### src/rtl/rowacc_pkg.sv
package rowacc_pkg;

  typedef enum logic [2:0] {
    ST_IDLE  = 3'd0,
    ST_INIT  = 3'd1,
    ST_ACCUM = 3'd2,
    ST_WBACK = 3'd3,
    ST_DONE  = 3'd4
  } rowacc_state_e;

  function automatic int idx_w(input int n);
    return (n > 1) ? $clog2(n) : 1;
  endfunction

endpackage

### src/rtl/rowacc_ctrl.sv
module rowacc_ctrl
  import rowacc_pkg::*;
#(
  parameter int N = 8,
  parameter int K = 4,
  localparam int IW = idx_w(N),
  localparam int KW = idx_w(K)
) (
  input  logic          clk,
  input  logic          rst_n,
  input  logic          start_i,
  input  logic          b_valid_i,
  input  logic          pipe_busy_i,
  input  logic          c_ready_i,
  output logic          b_ready_o,
  output logic          accept_o,
  output logic [IW-1:0] col_o,
  output logic [IW-1:0] idx_o,
  output logic          init_we_o,
  output logic          c_valid_o,
  output logic          done_o
);

  rowacc_state_e state_q, state_d;
  logic [IW-1:0] idx_q, idx_d;
  logic [IW-1:0] col_q, col_d;
  logic [KW-1:0] red_q, red_d;
  logic          all_in_q, all_in_d;

  assign b_ready_o = (state_q == ST_ACCUM) && !all_in_q;
  assign accept_o  = b_ready_o && b_valid_i;
  assign col_o     = col_q;
  assign idx_o     = idx_q;
  assign init_we_o = (state_q == ST_INIT);
  assign c_valid_o = (state_q == ST_WBACK);
  assign done_o    = (state_q == ST_DONE);

  always_comb begin
    state_d  = state_q;
    idx_d    = idx_q;
    col_d    = col_q;
    red_d    = red_q;
    all_in_d = all_in_q;
    case (state_q)
      ST_IDLE: begin
        if (start_i) begin
          state_d = ST_INIT;
          idx_d   = '0;
        end
      end
      ST_INIT: begin
        idx_d = idx_q + 1'b1;
        if (idx_q == IW'(N - 1)) begin
          state_d  = ST_ACCUM;
          idx_d    = '0;
          col_d    = '0;
          red_d    = '0;
          all_in_d = 1'b0;
        end
      end
      ST_ACCUM: begin
        if (accept_o) begin
          if (col_q == IW'(N - 1)) begin
            col_d = '0;
            if (red_q == KW'(K - 1)) all_in_d = 1'b1;
            else                     red_d    = red_q + 1'b1;
          end else begin
            col_d = col_q + 1'b1;
          end
        end
        if (all_in_q && !pipe_busy_i) begin
          state_d = ST_WBACK;
          idx_d   = '0;
        end
      end
      ST_WBACK: begin
        if (c_ready_i) begin
          if (idx_q == IW'(N - 1)) state_d = ST_DONE;
          else                     idx_d   = idx_q + 1'b1;
        end
      end
      ST_DONE:  state_d = ST_IDLE;
      default:  state_d = ST_IDLE;
    endcase
  end

  always_ff @(posedge clk or negedge rst_n) begin
    if (!rst_n) begin
      state_q  <= ST_IDLE;
      idx_q    <= '0;
      col_q    <= '0;
      red_q    <= '0;
      all_in_q <= 1'b0;
    end else begin
      state_q  <= state_d;
      idx_q    <= idx_d;
      col_q    <= col_d;
      red_q    <= red_d;
      all_in_q <= all_in_d;
    end
  end


  done_pulse_chk: assert property (@(posedge clk) disable iff (!rst_n)
    done_o |=> !done_o);


  done_after_last_chk: assert property (@(posedge clk) disable iff (!rst_n)
    done_o |-> $past(c_valid_o && c_ready_i));

endmodule

### src/rtl/rowacc_mac_pipe.sv
module rowacc_mac_pipe #(
  parameter int W  = 8,
  parameter int L  = 2,
  parameter int AW = 18,
  parameter int IW = 3
) (
  input  logic          clk,
  input  logic          rst_n,
  input  logic          issue_i,
  input  logic [IW-1:0] col_i,
  input  logic [W-1:0]  a_i,
  input  logic [W-1:0]  b_i,
  input  logic [AW-1:0] old_i,
  output logic          busy_o,
  output logic          we_o,
  output logic [IW-1:0] waddr_o,
  output logic [AW-1:0] wdata_o
);

  localparam int PW = 2 * W;

  logic [L-1:0]          vld_q;
  logic [IW-1:0]         addr_q [L];
  logic signed [PW-1:0]  prod_q [L];
  logic [AW-1:0]         old_q  [L];
  logic signed [PW-1:0]  prod_new;
  logic signed [AW-1:0]  prod_ext;

  assign prod_new = $signed(a_i) * $signed(b_i);

  always_ff @(posedge clk or negedge rst_n) begin
    if (!rst_n) begin
      vld_q <= '0;
    end else begin
      vld_q[0] <= issue_i;
      for (int s = 1; s < L; s++) vld_q[s] <= vld_q[s-1];
    end
  end

  always_ff @(posedge clk) begin
    if (issue_i) begin
      addr_q[0] <= col_i;
      prod_q[0] <= prod_new;
      old_q[0]  <= old_i;
    end
    for (int s = 1; s < L; s++) begin
      if (vld_q[s-1]) begin
        addr_q[s] <= addr_q[s-1];
        prod_q[s] <= prod_q[s-1];
        old_q[s]  <= old_q[s-1];
      end
    end
  end

  assign prod_ext = AW'(prod_q[L-1]);
  assign busy_o   = |vld_q;
  assign we_o     = vld_q[L-1];
  assign waddr_o  = addr_q[L-1];
  assign wdata_o  = old_q[L-1] + prod_ext;

endmodule

### src/rtl/rowacc_rowbuf.sv
module rowacc_rowbuf #(
  parameter int N  = 8,
  parameter int AW = 18,
  parameter int IW = 3
) (
  input  logic          clk,
  input  logic          we_i,
  input  logic [IW-1:0] waddr_i,
  input  logic [AW-1:0] wdata_i,
  input  logic [IW-1:0] raddr_a_i,
  output logic [AW-1:0] rdata_a_o,
  input  logic [IW-1:0] raddr_b_i,
  output logic [AW-1:0] rdata_b_o
);

  logic [AW-1:0] mem_q [N];

  always_ff @(posedge clk) begin
    if (we_i) mem_q[waddr_i] <= wdata_i;
  end

  assign rdata_a_o = mem_q[raddr_a_i];
  assign rdata_b_o = mem_q[raddr_b_i];

endmodule

### src/rtl/rowacc_top.sv
module rowacc_top
  import rowacc_pkg::*;
#(
  parameter int W = 8,
  parameter int N = 8,
  parameter int K = 4,
  parameter int L = 2
) (
  input  logic                       clk,
  input  logic                       rst_n,
  input  logic                       start_i,
  input  logic [W-1:0]               a_i,
  input  logic                       b_valid_i,
  input  logic [W-1:0]               b_data_i,
  output logic                       b_ready_o,
  output logic                       c_valid_o,
  input  logic                       c_ready_i,
  output logic [2*W+$clog2(K)-1:0]   c_data_o,
  output logic                       done_o
);

  localparam int AW = 2 * W + $clog2(K);
  localparam int IW = idx_w(N);


  if (N <= L) begin : g_bad_depth
    $error("row length must exceed the accumulate latency");
  end

  logic          accept;
  logic [IW-1:0] col;
  logic [IW-1:0] idx;
  logic          init_we;
  logic          pipe_busy;
  logic          pipe_we;
  logic [IW-1:0] pipe_waddr;
  logic [AW-1:0] pipe_wdata;
  logic [AW-1:0] old_sum;
  logic          buf_we;
  logic [IW-1:0] buf_waddr;
  logic [AW-1:0] buf_wdata;

  rowacc_ctrl #(.N(N), .K(K)) ctrl_i (
    .clk         (clk),
    .rst_n       (rst_n),
    .start_i     (start_i),
    .b_valid_i   (b_valid_i),
    .pipe_busy_i (pipe_busy),
    .c_ready_i   (c_ready_i),
    .b_ready_o   (b_ready_o),
    .accept_o    (accept),
    .col_o       (col),
    .idx_o       (idx),
    .init_we_o   (init_we),
    .c_valid_o   (c_valid_o),
    .done_o      (done_o)
  );

  rowacc_mac_pipe #(.W(W), .L(L), .AW(AW), .IW(IW)) pipe_i (
    .clk     (clk),
    .rst_n   (rst_n),
    .issue_i (accept),
    .col_i   (col),
    .a_i     (a_i),
    .b_i     (b_data_i),
    .old_i   (old_sum),
    .busy_o  (pipe_busy),
    .we_o    (pipe_we),
    .waddr_o (pipe_waddr),
    .wdata_o (pipe_wdata)
  );

  assign buf_we    = init_we | pipe_we;
  assign buf_waddr = init_we ? idx : pipe_waddr;
  assign buf_wdata = init_we ? '0  : pipe_wdata;

  rowacc_rowbuf #(.N(N), .AW(AW), .IW(IW)) rowbuf_i (
    .clk       (clk),
    .we_i      (buf_we),
    .waddr_i   (buf_waddr),
    .wdata_i   (buf_wdata),
    .raddr_a_i (col),
    .rdata_a_o (old_sum),
    .raddr_b_i (idx),
    .rdata_b_o (c_data_o)
  );


  rmw_hazard_chk: assert property (@(posedge clk) disable iff (!rst_n)
    (pipe_we && accept) |-> (pipe_waddr != col));


  drain_before_wb_chk: assert property (@(posedge clk) disable iff (!rst_n)
    c_valid_o |-> !pipe_busy);


  out_hold_chk: assert property (@(posedge clk) disable iff (!rst_n)
    (c_valid_o && !c_ready_i) |=> (c_valid_o && $stable(c_data_o)));

endmodule

### config.mk
export PLATFORM = sky130hd
export DESIGN_NAME = rowacc_top
export DESIGN_NICKNAME = d
export VERILOG_FILES = /design/src/rtl/rowacc_pkg.sv /design/src/rtl/rowacc_ctrl.sv /design/src/rtl/rowacc_mac_pipe.sv /design/src/rtl/rowacc_rowbuf.sv /design/src/rtl/rowacc_top.sv
export SDC_FILE = /design/constraint.sdc
export NUM_CORES = 1
export LEC_CHECK = 0
export ABC_AREA = 0
export ABC_CLOCK_PERIOD_IN_PS = 10400
export BUFFER_PORTS_ARGS = -buffer_cell sky130_fd_sc_hd__buf_2
export CAP_MARGIN = 20
export CELL_PAD_IN_SITES_DETAIL_PLACEMENT = 0
export CELL_PAD_IN_SITES_GLOBAL_PLACEMENT = 2
export CORE_MARGIN = 4
export CORE_UTILIZATION = 50
export CTS_CLUSTER_DIAMETER = 40
export CTS_CLUSTER_SIZE = 25
export DETAILED_ROUTE_END_ITERATION = 7
export GPL_TIMING_DRIVEN = 0
export PLACE_DENSITY_LB_ADDON = 0.1
export SKIP_CTS_REPAIR_TIMING = 1
export SYNTH_ARGS = -nofsm -noshare
export SYNTH_HDL_FRONTEND = slang
export SYNTH_HIERARCHICAL = 1
export SYNTH_SLANG_ARGS = --single-unit
### constraint.sdc
create_clock -name clk -period 10.4 [get_ports clk]
set_input_delay 0.52 -clock clk [delete_from_list [all_inputs] [get_ports clk]]
set_output_delay 0.52 -clock clk [all_outputs]
set_load 0.02 [all_outputs]
After elaboration in Yosys (flattened, before gate mapping)
Memories as Yosys holds them, arrays and structs flattened.
Index checks and enable logic that the tools add are counted.
Widths: inputs -> output; s select.
{ "op_classes": {"n_addsub": 4, "mul": 1, "eq_ne": 17, "mux": 34, "bitwise": 1, "reduce_logical": 14} }
{ "op_table": {"columns": ["operator", "count"], "rows": [
  ["$mux 3", 14],
  ["$pmux 3 s4", 2],
  ["$reduce_and 5->1", 4],
  ["$add 18x18->18", 1],
  ["$mux 18", 1],
  ["$mul 8x8->16", 1],
  ["$ne 2x2->1 const B", 6],
  ["$mux 1", 10],
  ["$eq 3x3->1 const B", 3],
  ["$mux 2", 4],
  ["$ne 2x1->1 const B", 4],
  ["$add 3x1->3 const B", 2],
  ["$eq 3x2->1 const B", 2],
  ["$pmux 3 s2", 1],
  ["$pmux 2 s2", 1],
  ["$reduce_bool 4->1", 1],
  ["$eq 3x1->1 const B", 1],
  ["$logic_and 1x1->1", 3],
  ["$logic_not 3->1", 1],
  ["$reduce_and 3->1", 1],
  ["$add 2x1->2 const B", 1],
  ["$eq 2x2->1 const B", 1],
  ["$logic_not 1->1", 2],
  ["$pmux 1 s2", 1],
  ["other kinds (3)", 3]
]} }
{ "totals": {"reg_bits": 14, "mem_bits_rw": 218, "word_cells": 81, "memories": 4} }
{ "memory_table": {"columns": ["memory", "depth", "word_bits", "read_ports", "rd_clocked_by_memory_dff", "write_ports", "line", "rtl"], "rows": [
  ["rowbuf_i.mem_q", 8, 18, 2, 0, 1, "rowacc_rowbuf.sv:16", "logic [AW-1:0] mem_q [N];"],
  ["pipe_i.old_q", 2, 18, 2, 0, 2, "rowacc_mac_pipe.sv:25", "logic [AW-1:0] old_q [L];"],
  ["pipe_i.prod_q", 2, 16, 2, 0, 2, "rowacc_mac_pipe.sv:24", "logic signed [PW-1:0] prod_q [L];"],
  ["pipe_i.addr_q", 2, 3, 2, 0, 2, "rowacc_mac_pipe.sv:23", "logic [IW-1:0] addr_q [L];"]
]} }

Longest topological paths before layout
{ "logic_depth": {"depth_word": 5, "depth_mapped": 17, "depth_no_buf": 17} }

Hierarchy
Netlist, hierarchy kept.
{ "by_module_without_submodules": {"columns": ["mod", "instances", "cells_per_inst", "area_per_inst_um2"], "rows": [
  ["rowacc_rowbuf", 1, 285, 6822.8],
  ["rowacc_mac_pipe", 1, 467, 5536.6],
  ["rowacc_ctrl", 1, 70, 747.0],
  ["rowacc_top", 1, 24, 172.7]
]} }

Worst setup path before layout
OpenSTA, ideal clock, no wires.
{ "synth_timing": {"path_kind": "input port to flip-flop", "start": "input b_data_i[4]", "end": "memory pipe_i/prod_q[0][15] in the netlist's numbering (data pin)", "setup_time_ps": 259, "arrival_time_ps": 4358, "required_ps": 10141, "setup_slack_ps": 5784, "stages": 17, "path_buffers": 0, "cell_sequence": "and2_1 -> fa_1 -> inv_1 -> fa_1 -> inv_1 -> fa_1 -> inv_1 -> fa_1 -> inv_1 -> ha_1 -> o21ai_1 -> o21bai_1 -> or4_1 -> a31o_1 -> a21oi_2 -> o21ai_1 -> xnor2_1"} }
{ "synth_rtl": {"columns": ["element", "line", "rtl"], "rows": [
  ["start: declaration", "rowacc_top.sv:14", "input logic [W-1:0] b_data_i,"],
  ["end: declaration", "rowacc_mac_pipe.sv:24", null]
]} }

==> summary.md <==
| Metric | Value |
|---|---|
| #FFs+latches synth | `232` |
| Critical path buffer and inverter count | `5` |
| Sequence of cells on the critical path | `buf_2, and2_1, fa_1, inv_1, fa_1, inv_1, fa_1, inv_1, fa_1, inv_1, ha_1, o21ai_1, o21bai_1, or4_1, a31o_1, a21oi_2, o21ai_1, xnor2_1` |
| Outcome | `finished, final reports clean` |
| Die width | `171 um` |
| Post-Syn Area per Cell | `15.7 um2` |
| Layout cells sized above 1 | `19.3%` |
| Total of max-cap violations | `0` |
| Die height | `171 um` |
| Top Ports | `42` |
| CTS tree | `done` |
| Part of the power in registers | `33.6%` |
| Netlist cell types | `59` |
| Vias per std cell | `5.61` |
| Synth Cell Area | `0.0133 mm2` |
| Synth warn | `6` |
| Multi-input gate area | `0.00582 mm2` |
| Reg2reg end | `rowbuf_i/mem_q[7][14]$_DFFE_PP_` |
| Via count | `7226` |
| RePlAce Congestion | `0.809` |
| Combinational share of power | `41.9%` |
| R2r setup slk | `7.30 ns` |
| # setup viols final | `0` |
| VDD IR-drop max | `156 uV` |
| Finished Core Util | `57.9%` |
| Syn_nets | `974` |
| Critical path origin | `b_data_i[4]` |
| Internal power | `2.76 mW` |
| DRC | `0` |
| Post-synth top flop | `edfxtp_1` |
| IO Port Bufs | `41` |
| Critical Setup Path Class | `primary input to flop` |
| Endpoints failing hold | `0` |
| Power share of the clock group | `24.4%` |
| Slew @ Worst Pin | `0.852 ns` |
| Max Clk Rate | `225 MHz` |
| Core ar. | `0.0261 mm2` |
| Pin count of the biggest net entering global routing | `40` |
| CP startpoint kind | `primary input` |
| Avg WL per Cell | `20.9 um` |
| CP Depth | `18` |
| Initial antenna violation count | `0` |
| Leak Pwr | `5.83 nW` |
| Setup Skew | `0.0408 ns` |
| Crit path capture type | `flop` |
| Inserted Clock Buffers | `30` |
| Fin nets | `1058` |
| DR pass1 iterations | `5` |
| Crit Path Max Fanout | `8` |
| R2R depth | `8` |
| Min-delay worst type | `primary input to flop` |
| CP endpoint | `pipe_i/prod_q[0][15]$_DFFE_PP_` |
| Async S/R FF share, synth | `6.03%` |
| Seq/Total Area, Yosys | `51.9%` |
| Dpl hpwl | `20000 um` |
| Inserted Diodes | `0` |
| Register area | `0.00690 mm2` |
| CTS sink cnt | `232` |
| Post-Synthesis Cells | `846` |
| Critical-path top delay cell | `fa_1` |
| Worst setup margin | `5.96 ns` |
| Family with the most delay on the worst path | `adder cells` |
| EDFF count, synth | `218` |
| Fillers | `2063` |
| Root Driver | `clkbuf_16` |
| Switching portion of total power | `34.1%` |
| First-pass GRT wire length | `42900 um` |
| Pins Over Slew Limit | `0` |
| Synth-to-Final Area Change | `13.7%` |
| H-tree Lvls | `1` |
| DRT iter0 DRCs | `382` |
| Power per cell area | `278 mW/mm2` |
| Min Tclk post-route | `4.44 ns` |
| CP max stage delay | `0.53 ns` |
| Period utilization | `42.7%` |
| Worst-Skew Late Latency | `0.55 ns` |
| Placement Rows | `59` |
| Total gr overflow | `0` |
| Die area | `0.0292 mm2` |
| GR Util All Layers | `18.9%` |
| Starting density of the core | `51.0%` |
| Worst Path Arrival | `4.71 ns` |
| Setup TNS | `0 ns` |
| ANT nets after route | `0` |
| Clk buf depth | `3` |
| Clock Pin Slew Worst Setup and Hold Paths | `0.05 ns` |
| Slew headroom | `43.2%` |
| Setup repair after global routing missed its margin | `false` |
| Switching power | `1.43 mW` |
| Place WS | `5.40 ns` |
| Number of global-route vias before repair | `7741` |
| Worst reg2reg path startpoint | `ctrl_i/state_q[0]$_DFFE_PN0P_` |
| Total wire length | `26900 um` |
| Worst Path Required | `10.66 ns` |
[power groups by stage]
| stage | clock network (mW) | registers [mW] | logic [mW] |
|---|---|---|---|
| global route | 1.09 | 1.43 | 1.94 |
| CTS | 1.05 | 1.41 | 1.79 |
| detailed placement | 0 | 1.43 | 1.78 |
| global placement | 0 | 1.42 | 1.70 |
| floorplan | 0 | 1.40 | 1.29 |
| finish | 1.02 | 1.41 | 1.76 |
[layout by cell type (no fill, tap or decap), types with 6 or more instances in the layout]
cell type / instances
a21o_1: 6
a21oi_1: 26
and2_1: 44
buf_2: 45
buf_6: 14
buf_8: 6
clkbuf_16: 30
dfrtp_1: 13
edfxtp_1: 218
fa_1: 56
ha_1: 51
inv_1: 102
mux2_2: 39
mux4_1: 72
nand2_1: 26
nand2b_1: 12
nand3_1: 6
nor2_1: 14
nor2_2: 6
nor2b_1: 23
o21ai_0: 9
o21ai_1: 9
xnor2_1: 25
xor2_1: 8
[how the worst min path moves through the flow]
| stage | start | to | slack [ns] | cells after the start |
|---|---|---|---|---|
| 2_1_floorplan | rst_n | ctrl_i/all_in_q$_DFFE_PN0P_ | 0.22 | 0 |
| 3_3_place_gp | pipe_i/prod_q[0][9]$_DFFE_PP_ | pipe_i/prod_q[0][25]$_DFFE_PP_ | 0.40 | 0 |
| 3_5_place_dp | pipe_i/prod_q[0][13]$_DFFE_PP_ | pipe_i/prod_q[0][29]$_DFFE_PP_ | 0.40 | 0 |
| 4_1_cts | rst_n | ctrl_i/idx_o[2]$_DFFE_PN0P_ | -0.12 | 1 |
| 5_1_grt | c_ready_i | ctrl_i/state_q[2]$_DFFE_PN0P_ | 0.30 | 3 |
| 6_report | c_ready_i | ctrl_i/state_q[2]$_DFFE_PN0P_ | 0.29 | 3 |
[synth_stat cells, drive strengths merged (2+ instances only)]
| library cell | number | share of area, % |
|---|---|---|
| nor2b | 23 | 1.1 |
| or2 | 3 | 0.14 |
| edfxtp | 218 | 49 |
| clkbuf | 4 | 0.14 |
| mux2 | 41 | 3.5 |
| o41ai | 2 | 0.13 |
| xor2 | 8 | 0.53 |
| o21ai | 19 | 0.74 |
| ha | 51 | 4.8 |
| buf | 23 | 1.4 |
| mux2i | 2 | 0.15 |
| xnor2 | 25 | 1.6 |
| and3 | 3 | 0.14 |
| a21o | 6 | 0.34 |
| nand2b | 12 | 0.57 |
| nor3b | 2 | 0.11 |
| o2111ai | 2 | 0.26 |
| o211ai | 3 | 0.17 |
| nand2 | 26 | 0.73 |
| nand3 | 6 | 0.23 |
| a21oi | 28 | 1.1 |
| fa | 56 | 8.4 |
| o21a | 3 | 0.17 |
| a311oi | 3 | 0.20 |
| a211oi | 3 | 0.21 |
| mux4 | 72 | 14 |
| and2 | 45 | 2.1 |
| nor2 | 21 | 0.65 |
| nor3 | 5 | 0.19 |
| inv | 102 | 2.9 |
| dfrtp | 14 | 2.6 |
| a211o | 2 | 0.14 |
[per-stage QoR]
stage | std cells | total power [mW] | cell area, um2 | hold WS, ns
floorplan | 846 | 2.69 | 13300 | 0.224
global placement | 1222 | 3.12 | 13900 | 0.401
detailed placement | 1232 | 3.21 | 14100 | 0.405
CTS | 1286 | 4.24 | 15100 | -0.117
global route | 1287 | 4.45 | 15100 | 0.305
finish | 1287 | 4.19 | 15100 | 0.291
[routing by layer]
| metal | vias to the layer above | track usage (%) | wire length [um] |
|---|---|---|---|
| li1 | 3354 | - | - |
| met1 | 3655 | 25.4 | 11400 |
| met2 | 177 | 33.0 | 13700 |
| met3 | 40 | 2.68 | 1220 |
| met4 | 0 | 4.20 | 572 |
| met5 | - | 0 | 0 |
[kinds of logic (layout without fill, tap and decap cells)]
| family | after synthesis | in the layout | share of synthesized area (%) |
|---|---|---|---|
| AOI/OAI and AO/OA | 75 | 75 | 3.73 |
| and+or+nand+nor | 155 | 155 | 6.59 |
| xor gates and xnor gates | 33 | 33 | 2.18 |
| DFF | 232 | 232 | 51.9 |
| buffers and inverters | 129 | 235 | 4.39 |
| muxes | 115 | 115 | 17.9 |
| adders and majority gates | 107 | 107 | 13.2 |
[worst register-to-register path, cell delays in order (launching register included)]
cell,delay [ns]
dfrtp_1,0.41
buf_4,0.21
and2b_2,0.19
nor2b_1,0.41
buf_2,0.36
or2_1,0.16
nand2_1,0.15
nor2_2,0.70
buf_8,0.25
[sequential cells by signal (all words and copies together), names as in the netlist]
name and count:
ctrl_i/red_q 2, ctrl_i/all_in_q 1, ctrl_i/col_o 3, pipe_i/vld_q 2
pipe_i/addr_q 6, pipe_i/old_q 36, rowbuf_i/mem_q 144, ctrl_i/state_q 3
pipe_i/prod_q 32, ctrl_i/idx_o 3
[layout make-up]
type	count	area share, %
Buffer	27	1.33
Clock buffer	33	5.05
Clock inverter	21	1.70
Inverter	102	2.54
Multi-Input combinational cell	485	38.6
Sequential cell	232	45.7
Tap cell	335	2.78
Timing Repair Buffer	52	2.32
Power figures use the tool's default switching activity.
